$ cat src/rtl/pwtx_pkg.sv
// Shared types and timing helpers for the single-wire pixel serializer.
// Assumes durations are given in nanoseconds and the clock in hertz.
package pwtx_pkg;

    typedef enum logic [1:0] {ST_IDLE, ST_SEND, ST_WAIT, ST_LATCH} tx_state_e;
    typedef enum logic [1:0] {PH_IDLE, PH_HIGH, PH_LOW} bit_phase_e;

    // Nearest whole number of clock cycles for a duration, never below one.
    function automatic int ns_to_cycles(input longint clk_hz, input longint dur_ns);
        longint c;
        c = (clk_hz * dur_ns + 64'd500_000_000) / 64'd1_000_000_000;
        if (c < 1) c = 1;
        return int'(c);
    endfunction

    function automatic int max2(input int a, input int b);
        return (a > b) ? a : b;
    endfunction

endpackage

$ cat src/rtl/pwtx_bit_gen.sv
// One-bit pulse generator: on start_i, drives a high phase followed by a low
// phase. The lengths of both phases depend on bit_i. done_o marks the last
// low cycle, and a start in that same cycle chains the next bit with no gap.
// Assumes start_i is asserted only when idle or when done_o is high.
module pwtx_bit_gen
    import pwtx_pkg::*;
#(
    parameter int CNT_W = 8,
    parameter int T0H   = 8,
    parameter int T0L   = 17,
    parameter int T1H   = 17,
    parameter int T1L   = 9
) (
    input  logic clk,
    input  logic rst_n,
    input  logic start_i,
    input  logic bit_i,
    output logic line_o,
    output logic done_o
);
    localparam logic [CNT_W-1:0] H0_LD = CNT_W'(T0H - 1);
    localparam logic [CNT_W-1:0] L0_LD = CNT_W'(T0L - 1);
    localparam logic [CNT_W-1:0] H1_LD = CNT_W'(T1H - 1);
    localparam logic [CNT_W-1:0] L1_LD = CNT_W'(T1L - 1);

    bit_phase_e       phase;
    logic [CNT_W-1:0] cnt;
    logic             cur_bit;

    assign done_o = (phase == PH_LOW) && (cnt == '0);
    assign line_o = (phase == PH_HIGH);

    // Phase sequencing and down-counting of the high and low durations.
    always_ff @(posedge clk) begin
        if (!rst_n) begin
            phase   <= PH_IDLE;
            cnt     <= '0;
            cur_bit <= 1'b0;
        end else if (start_i) begin
            phase   <= PH_HIGH;
            cnt     <= bit_i ? H1_LD : H0_LD;
            cur_bit <= bit_i;
        end else if (phase == PH_HIGH && cnt == '0) begin
            phase <= PH_LOW;
            cnt   <= cur_bit ? L1_LD : L0_LD;
        end else if (done_o) begin
            phase <= PH_IDLE;
        end else if (phase != PH_IDLE) begin
            cnt <= cnt - 1'b1;
        end
    end

    // the controller never restarts a bit that is still in progress.
    a_r3_start_legal: assert property (@(posedge clk) disable iff (!rst_n)
        start_i |-> (phase == PH_IDLE || done_o));

endmodule

$ cat src/rtl/pwtx_frame_ctrl.sv
// Frame controller: accepts pixels, shifts out their 24 bits in green, red,
// blue order with the most significant bit first, counts pixels in the frame,
// times the latch gap and flags mid-frame stalls.
// Assumes frame_len is stable with the first pixel of a frame.
module pwtx_frame_ctrl
    import pwtx_pkg::*;
#(
    parameter int LEN_W     = 5,
    parameter int CNT_W     = 13,
    parameter int LATCH_CYC = 5000
) (
    input  logic             clk,
    input  logic             rst_n,
    input  logic             s_valid,
    output logic             s_ready,
    input  logic [7:0]       s_green,
    input  logic [7:0]       s_red,
    input  logic [7:0]       s_blue,
    input  logic [LEN_W-1:0] frame_len,
    input  logic             bit_done_i,
    input  logic             line_i,
    output logic             start_o,
    output logic             bit_o,
    output logic             busy_o,
    output logic             underrun_o
);
    localparam logic [CNT_W-1:0] LATCH_LD = CNT_W'(LATCH_CYC - 1);
    localparam logic [4:0]       LAST_IDX = 5'd23;

    tx_state_e        state;
    logic [22:0]      shreg;
    logic [4:0]       bit_idx;
    logic [LEN_W-1:0] pix_left;
    logic [CNT_W-1:0] tcnt;
    logic             accept;
    logic             more_bits;

    assign s_ready   = (state == ST_IDLE) || (state == ST_WAIT);
    assign accept    = s_valid && s_ready;
    assign more_bits = bit_done_i && (bit_idx != '0);
    assign start_o   = accept || more_bits;
    assign bit_o     = accept ? s_green[7] : shreg[22];
    assign busy_o    = (state != ST_IDLE);

    // Frame sequencing, bit shifting, latch timing and stall detection.
    always_ff @(posedge clk) begin
        if (!rst_n) begin
            state      <= ST_IDLE;
            shreg      <= '0;
            bit_idx    <= '0;
            pix_left   <= '0;
            tcnt       <= '0;
            underrun_o <= 1'b0;
        end else begin
            case (state)
                ST_IDLE: if (accept) begin
                    state      <= ST_SEND;
                    shreg      <= {s_green[6:0], s_red, s_blue};
                    bit_idx    <= LAST_IDX;
                    pix_left   <= (frame_len == '0) ? '0 : frame_len - 1'b1;
                    underrun_o <= 1'b0;
                end
                ST_WAIT: if (accept) begin
                    state    <= ST_SEND;
                    shreg    <= {s_green[6:0], s_red, s_blue};
                    bit_idx  <= LAST_IDX;
                    pix_left <= pix_left - 1'b1;
                    tcnt     <= '0;
                end else if (tcnt == LATCH_LD) begin
                    underrun_o <= 1'b1;
                end else begin
                    tcnt <= tcnt + 1'b1;
                end
                ST_SEND: if (bit_done_i) begin
                    if (bit_idx != '0) begin
                        shreg   <= shreg << 1;
                        bit_idx <= bit_idx - 1'b1;
                    end else if (pix_left == '0) begin
                        state <= ST_LATCH;
                        tcnt  <= LATCH_LD;
                    end else begin
                        state <= ST_WAIT;
                        tcnt  <= '0;
                    end
                end
                default: if (tcnt == '0) begin
                    state <= ST_IDLE;
                end else begin
                    tcnt <= tcnt - 1'b1;
                end
            endcase
        end
    end

    // no new pixel is offered while the line carries a pulse.
    a_r6_ready_low_sending: assert property (@(posedge clk) disable iff (!rst_n)
        line_i |-> !s_ready);

    // the line stays low through the latch interval.
    a_r5_latch_low: assert property (@(posedge clk) disable iff (!rst_n)
        (state == ST_LATCH) |-> !line_i);

    // an underrun can only be raised inside an open frame.
    a_r8_underrun_in_frame: assert property (@(posedge clk) disable iff (!rst_n)
        $rose(underrun_o) |-> busy_o);

endmodule

$ cat src/rtl/pixel_wire_tx.sv
// Top of the single-wire pixel serializer. Derives all cycle counts from
// CLK_HZ and connects the frame controller to the bit pulse generator.
// Assumes the stream obeys valid/ready and frame_len <= MAX_PIXELS.
module pixel_wire_tx
    import pwtx_pkg::*;
#(
    parameter int CLK_HZ     = 100_000_000,
    parameter int MAX_PIXELS = 24,
    parameter int T0H_NS     = 400,
    parameter int T0L_NS     = 850,
    parameter int T1H_NS     = 850,
    parameter int T1L_NS     = 450,
    parameter int LATCH_NS   = 50_000,
    parameter int LEN_W      = $clog2(MAX_PIXELS + 1)
) (
    input  logic             clk,
    input  logic             rst_n,
    input  logic             s_valid,
    output logic             s_ready,
    input  logic [7:0]       s_green,
    input  logic [7:0]       s_red,
    input  logic [7:0]       s_blue,
    input  logic [LEN_W-1:0] frame_len,
    output logic             line_out,
    output logic             busy,
    output logic             underrun
);
    localparam int T0H_C   = ns_to_cycles(CLK_HZ, T0H_NS);
    localparam int T0L_C   = ns_to_cycles(CLK_HZ, T0L_NS);
    localparam int T1H_C   = ns_to_cycles(CLK_HZ, T1H_NS);
    localparam int T1L_C   = ns_to_cycles(CLK_HZ, T1L_NS);
    localparam int LATCH_C = ns_to_cycles(CLK_HZ, LATCH_NS);
    localparam int MAX_C   = max2(max2(max2(T0H_C, T0L_C), max2(T1H_C, T1L_C)), LATCH_C);
    localparam int CNT_W   = $clog2(MAX_C + 1);

    logic start;
    logic bit_val;
    logic bit_done;

    pwtx_frame_ctrl #(
        .LEN_W     (LEN_W),
        .CNT_W     (CNT_W),
        .LATCH_CYC (LATCH_C)
    ) u_ctrl (
        .clk        (clk),
        .rst_n      (rst_n),
        .s_valid    (s_valid),
        .s_ready    (s_ready),
        .s_green    (s_green),
        .s_red      (s_red),
        .s_blue     (s_blue),
        .frame_len  (frame_len),
        .bit_done_i (bit_done),
        .line_i     (line_out),
        .start_o    (start),
        .bit_o      (bit_val),
        .busy_o     (busy),
        .underrun_o (underrun)
    );

    pwtx_bit_gen #(
        .CNT_W (CNT_W),
        .T0H   (T0H_C),
        .T0L   (T0L_C),
        .T1H   (T1H_C),
        .T1L   (T1L_C)
    ) u_bits (
        .clk     (clk),
        .rst_n   (rst_n),
        .start_i (start),
        .bit_i   (bit_val),
        .line_o  (line_out),
        .done_o  (bit_done)
    );

    // an idle block keeps the wire low.
    a_r4_idle_low: assert property (@(posedge clk) disable iff (!rst_n)
        !busy |-> !line_out);

endmodule

$ cat config.mk
export PLATFORM = sky130hd
export DESIGN_NAME = pixel_wire_tx
export DESIGN_NICKNAME = d
export VERILOG_FILES = /design/src/rtl/pwtx_pkg.sv /design/src/rtl/pwtx_bit_gen.sv /design/src/rtl/pwtx_frame_ctrl.sv /design/src/rtl/pixel_wire_tx.sv
export SDC_FILE = /design/constraint.sdc
export NUM_CORES = 1
export LEC_CHECK = 0
export CAP_MARGIN = 20
export CORE_MARGIN = 1.5
export CORE_UTILIZATION = 50
export DETAILED_ROUTE_END_ITERATION = 8
export GPL_ROUTABILITY_DRIVEN = 0
export GPL_TIMING_DRIVEN = 0
export PLACE_DENSITY = 0.72
export SLEW_MARGIN = 40
export SYNTH_ARGS = -nofsm -noshare
export SYNTH_HDL_FRONTEND = slang
export SYNTH_SLANG_ARGS = --single-unit
$ cat constraint.sdc
create_clock -name clk -period 2.55 [get_ports clk]
set_input_delay 0.3825 -clock clk [delete_from_list [all_inputs] [get_ports clk]]
set_output_delay 0.3825 -clock clk [all_outputs]
set_load 0.02 [all_outputs]
-- Word-level counts from Yosys, hierarchy flattened
Cells that the tools add are included.
- reductions and logical operators: 28
- bitwise gates (word level): 2
- muxes and demuxes: 39
- add/subtract/negate cells: 6
- eq/ne operators: 16
- operators by type and width (kind ; count):
    2-to-1 mux 13 bit ; 10
    2-to-1 mux 23 bit ; 3
    one-hot mux 23 bit (2 select lines) ; 1
    one-hot mux 13 bit (3 select lines) ; 1
    2-to-1 mux 5 bit ; 6
    logical NOT 13 bit ; 2
    subtractor 13 x 1 -> 13 bit, second input constant ; 2
    one-hot mux 5 bit (2 select lines) ; 2
    subtractor 5 x 1 -> 5 bit, second input constant ; 3
    2-to-1 mux 7 bit ; 2
    adder 13 x 1 -> 13 bit, second input constant ; 1
    equality test 13 bit, second input constant ; 1
    2-to-1 mux 2 bit ; 6
    AND reduction 4 bit ; 3
    logical NOT 5 bit ; 2
    inequality test 2 x 1 -> 1 bit, second input constant ; 5
    nonzero test 2 bit ; 5
    inequality test 3 x 2 -> 1 bit, second input constant ; 3
    nonzero test 3 bit ; 3
    2-to-1 mux 1 bit ; 6
    inequality test 2 bit, second input constant ; 3
    AND reduction 5 bit ; 1
    nonzero test 5 bit ; 1
    equality test 2 x 1 -> 1 bit, second input constant ; 2
    10 further kinds ; 17
- word-level logic and storage cells: 101
- input port bits: 32
- output and inout bits: 4
- flip-flop bits (word level): 65

-- Logic depth before layout (Yosys ltp)
- word-level depth: 6
- gate-level depth with buffers: 9
- gate-level depth less buffers: 7

-- By module
From an unflattened synthesis, not the netlist that was laid out.
- cell total of the unflattened synthesis: 475
- area total of the unflattened synthesis: 3860.0 µm²
- by module, submodules not included (module ; instances ; cells an instance ; seq. area each (µm²) ; area each (µm²)):
    pwtx_frame_ctrl ; 1 ; 366 ; 980.9 ; 2961.6
    pwtx_bit_gen ; 1 ; 109 ; 320.3 ; 898.4

-- Worst setup path after synthesis
No wires, ideal clock.
- path type: register to register
- start point: register u_bits.cnt[0]
- end point: register u_bits.cnt[6]
- buffers on the path: 1
- stages on the path, launching flop included: 9
- setup time: 0.122 ns
- data arrival time: 2.206 ns
- clock period less this slack: 2.328 ns
- required time: 2.428 ns
- path slack: 0.222 ns
- cells stage by stage: dfxtp_1 -> inv_1 -> ha_1 -> or4b_1 -> buf_2 -> nor4_4 -> a31oi_2 -> or3_1 -> o311a_1
- cells in the longest elaborated chain, start to end: 6
- elaborated cells on any way between the ends: 13
- those cells by class: add/sub: 1; eq/ne: 1; mux: 4; reduce/logical: 7
- ends and longest elaborated chain (element ; RTL line ; RTL):
    start: declaration ; pwtx_bit_gen.sv:27 ; logic [CNT_W-1:0] cnt;
    start signal: assignment ; pwtx_bit_gen.sv:41 ; cnt <= bit_i ? H1_LD : H0_LD;
    start signal: assignment ; pwtx_bit_gen.sv:45 ; cnt <= cur_bit ? L1_LD : L0_LD;
    start signal: assignment ; pwtx_bit_gen.sv:49 ; cnt <= cnt - 1'b1;
    parallel branches: the longest is 6 deep, another holds subtractor 13 x 1 -> 13 bit ; - ;
Parallel ways; which one is timed is not known. The select of a mux whose other input is x is not followed.
A chain may end at the register's enable or synchronous reset.

-- Worst setup path after layout
- start point: register u_bits.cnt[0]
- end point: register u_bits.cnt[1]
Same word-level chain as after synthesis.

==> impl_metrics.env <==
export IMPL_htreeDepth=3
export IMPL_ys_warn_count=0
export IMPL_relSlewSlack_pct=41.8
export IMPL_grt_pass1_wl_um=19100
export IMPL_syn_inst=514
export IMPL_crit_required_ns=2.80
export IMPL_cts_hold_buffers_added=0
export IMPL_cp_buffers_inverters=4
export IMPL_wl_um=11700
export IMPL_clockBufferDepth=2
export IMPL_io_pins=36
export IMPL_timing_critical_path_slowest_cell_delay_ns=0.44
export IMPL_grt_pass1_vias=3976
export IMPL_antenna_cells=0
export IMPL_min_delay_start="u_ctrl.underrun_o$_SDFFE_PN0P_"
export IMPL_avgViaCountPerCell=6.48
export IMPL_grt_total_usage_pct=26.9
export IMPL_syn_area_mm2=0.00419
export IMPL_synth_top_area_share_pct=31.1
export IMPL_drc=0
export IMPL_die_area_mm2=0.00894
export IMPL_critPathArrivalTime_ns=2.72
export IMPL_yosys_area_top_type="dfxtp_1"
export IMPL_vdd_ir_drop_max_mv=0.411
export IMPL_crit_path_frequent_cell="buf_4"
export IMPL_status="completed"
export IMPL_pre_cts_ws_ns=-0.383
export IMPL_start_util_pct=51.3
export IMPL_avgRoutedWirePerCell_um=17.4
export IMPL_startpoint_type="flip-flop"
export IMPL_ant_nets=0
export IMPL_fp_dieW_um=94.5
export IMPL_slew_viol_final=0
export IMPL_nFillCells=754
export IMPL_core_mm2=0.00818
export IMPL_drtPass1Iterations=5
export IMPL_num_vias=4344
export IMPL_hold_violations=0
export IMPL_p_leak_nw=1.81
export IMPL_clk_pin_slew_ns=0.08
export IMPL_hpwl_um=8140
export IMPL_io_buffers=33
export IMPL_grt_overflow=0
export IMPL_area_delta_synth_final_pct=17.2
export IMPL_crit_chain="inv_1 > ha_2 > or4b_1 > buf_2 > nor4_4 > buf_4 > a31o_1 > buf_4 > nand2_1 > o221a_1"
export IMPL_final_nets=604
export IMPL_fmax_mhz=404
export IMPL_reg2reg_from="u_bits.cnt[0]$_SDFFE_PN0P_"
export IMPL_die_h_um=94.5
export IMPL_fin_crit_sh_pct=97.1
export IMPL_r2r_slack_ns=0.08
export IMPL_synthTopCellsByArea="dfxtp_1 31%, mux2i_1 6.2%, a21oi_1 5.6%, a211oi_1 4.7%, ha_1 3.3%"
export IMPL_synthArstFlopShare_pct=0
export IMPL_powerDensity_mw_per_mm2=796
export IMPL_ys_types=75
export IMPL_layout_setup_ws_ns=0.0750
export IMPL_antenna_found_initial=0
export IMPL_cts_tree="built"
export IMPL_row_count=33
export IMPL_synth_seq_cells=65
export IMPL_skew_ns=0.0186
export IMPL_clk_latency_ns=0.35
export IMPL_worst_path_max_fanout=9
export IMPL_clockRootBuffer="clkbuf_8"
export IMPL_drt_initial_drc_count=254
export IMPL_critPathSlowestCell="or4b_1"
export IMPL_synth_avg_cell_area_um2=8.15
export IMPL_syn_num_nets=557
export IMPL_maxCapViolCount=0
export IMPL_crit_type="flip-flop to flip-flop"
export IMPL_hold_ws_ns=0.475
export IMPL_endpoint_kind="flip-flop"
export IMPL_cp_top_family="simple AND/OR/NAND/NOR gates"
export IMPL_drive_gt1_share_pct=10.3
export IMPL_cts_sinks=65
export IMPL_finalSetupViolCount=0
export IMPL_synth_flop_cell="dfxtp_1"
export IMPL_ys_seq_area_share_pct=31.1
export IMPL_synth_edf_count=0
export IMPL_finalCriticalPeriod_ns=2.47
export IMPL_cp_startpoint="u_bits.cnt[0]$_SDFFE_PN0P_"
export IMPL_min_path_type="flip-flop to flip-flop"
export IMPL_tightestPinTransition_ns=0.871
export IMPL_grt_max_degree=11
export IMPL_cts_made_buffers=9
==> cells in the mapped netlist (all sizes together) (10+ instances only) <==
| cell type | number |
|---|---|
| dfxtp | 65 |
| a21oi | 47 |
| clkbuf | 34 |
| nor2 | 32 |
| a211oi | 26 |
| inv | 26 |
| mux2i | 26 |
| nand2 | 22 |
| nor3 | 18 |
| o21ai | 15 |
| a31oi | 13 |
| nand3 | 13 |
| nor4 | 12 |
| ha | 11 |
| or3 | 10 |
==> area by class of cell <==
class	instances	area, um2	area share [%]
buffer	42	175	3.57
clock buffer	12	145	2.96
clock inverter	3	17.5	0.357
inverter	27	101	2.06
multi-input combinational	380	2690	54.7
sequential	65	1300	26.5
tap	105	131	2.68
timing repair buffer	36	353	7.18
==> registers in the layout (all words and copies together), names as in the netlist <==
signal and flops:
u_bits.cur_bit 1, u_ctrl.shreg 23, u_ctrl.pix_left 5, u_bits.cnt 13, u_ctrl.tcnt 13, u_ctrl.state 2
u_bits.phase 2, u_ctrl.bit_idx 5, u_ctrl.underrun_o 1
==> tightest hold or removal path, stage by stage (launching register included) <==
cell	delay, ns
dfxtp_1	0.32
inv_1	0.05
a221oi_1	0.06
==> kinds of logic (layout without fill, tap and decap cells) <==
kind of cell	Yosys count	after routing	share of synthesized area [%]
and+or+nand+nor	158	158	21.4
muxes	26	26	6.21
AOI/OAI and AO/OA	180	180	30.5
xor gates and xnor gates	5	5	1.05
adders and majority gates	11	11	3.28
DFF	65	65	31.1
buffers and inverters	69	120	6.45
==> power breakdown <==
group | leakage [nW] | internal [mW] | switching (mW)
logic | 1.19 | 0.767 | 1.04
clock network | 0.0822 | 0.371 | 0.394
registers | 0.535 | 1.18 | 0.159
total | 1.81 | 2.31 | 1.59
==> layer usage <==
metal	up-vias	track usage (%)	part of all wire (%)
li1	2079	-	-
met4	0	12.2	1.6
met1	2068	37.5	46
met3	17	3.78	7.2
met5	-	0	0
met2	180	41.1	45
==> what timing repair did <==
action | 4_1_cts | 5_1_grt
hold endpoints to repair | 0 | 0
resized for setup | 4 | 19
cloned | 0 | 0
endpoints found under the setup margin | 49 | 47
buffers inserted | 1 | 2
pin swaps | 2 | 1
==> metrics by stage <==
step / std cells / utilization [%] / setup TNS, ns / total power [mW] / instance area, um2
4_1_cts: 668 / 59.2 / 0 / 3.82 / 4840
6_report: 670 / 60.1 / 0 / 3.91 / 4910
3_3_place_gp: 652 / 56.9 / -10.07 / 2.99 / 4650
3_5_place_dp: 652 / 56.9 / -12.76 / 3.03 / 4650
2_1_floorplan: 514 / - / 0 / 2.62 / 4190
5_1_grt: 670 / 60.1 / -0.00861 / 4.15 / 4910
==> worst paths after layout <==
path	endpoint	cells past startpoint
worst min-delay path	u_ctrl.underrun_o$_SDFFE_PN0P_	2
worst max register to register	u_bits.cnt[1]$_SDFFE_PN0P_	10
worst min register to register	u_ctrl.underrun_o$_SDFFE_PN0P_	2
worst max-delay path	u_bits.cnt[1]$_SDFFE_PN0P_	10
==> layout by cell type (no fill, tap or decap), types with 7 or more instances in the layout <==
cell / synthesis / final
a211oi_1: 26 / 26
a21oi_1: 47 / 47
a31oi_1: 12 / 12
clkbuf_1: 34 / 31
clkbuf_8: 0 / 10
clkdlybuf4s50_1: 0 / 33
dfxtp_1: 65 / 65
ha_1: 11 / 10
inv_1: 25 / 25
mux2i_1: 26 / 26
nand2_1: 22 / 22
nand3_1: 13 / 13
nand4_1: 7 / 7
nor2_1: 31 / 29
nor2b_1: 7 / 7
nor3_1: 18 / 18
nor4_1: 10 / 8
o21ai_0: 12 / 12
o22ai_1: 8 / 8
or3_1: 10 / 10
Note: power is estimated with default switching activity, not from simulation.
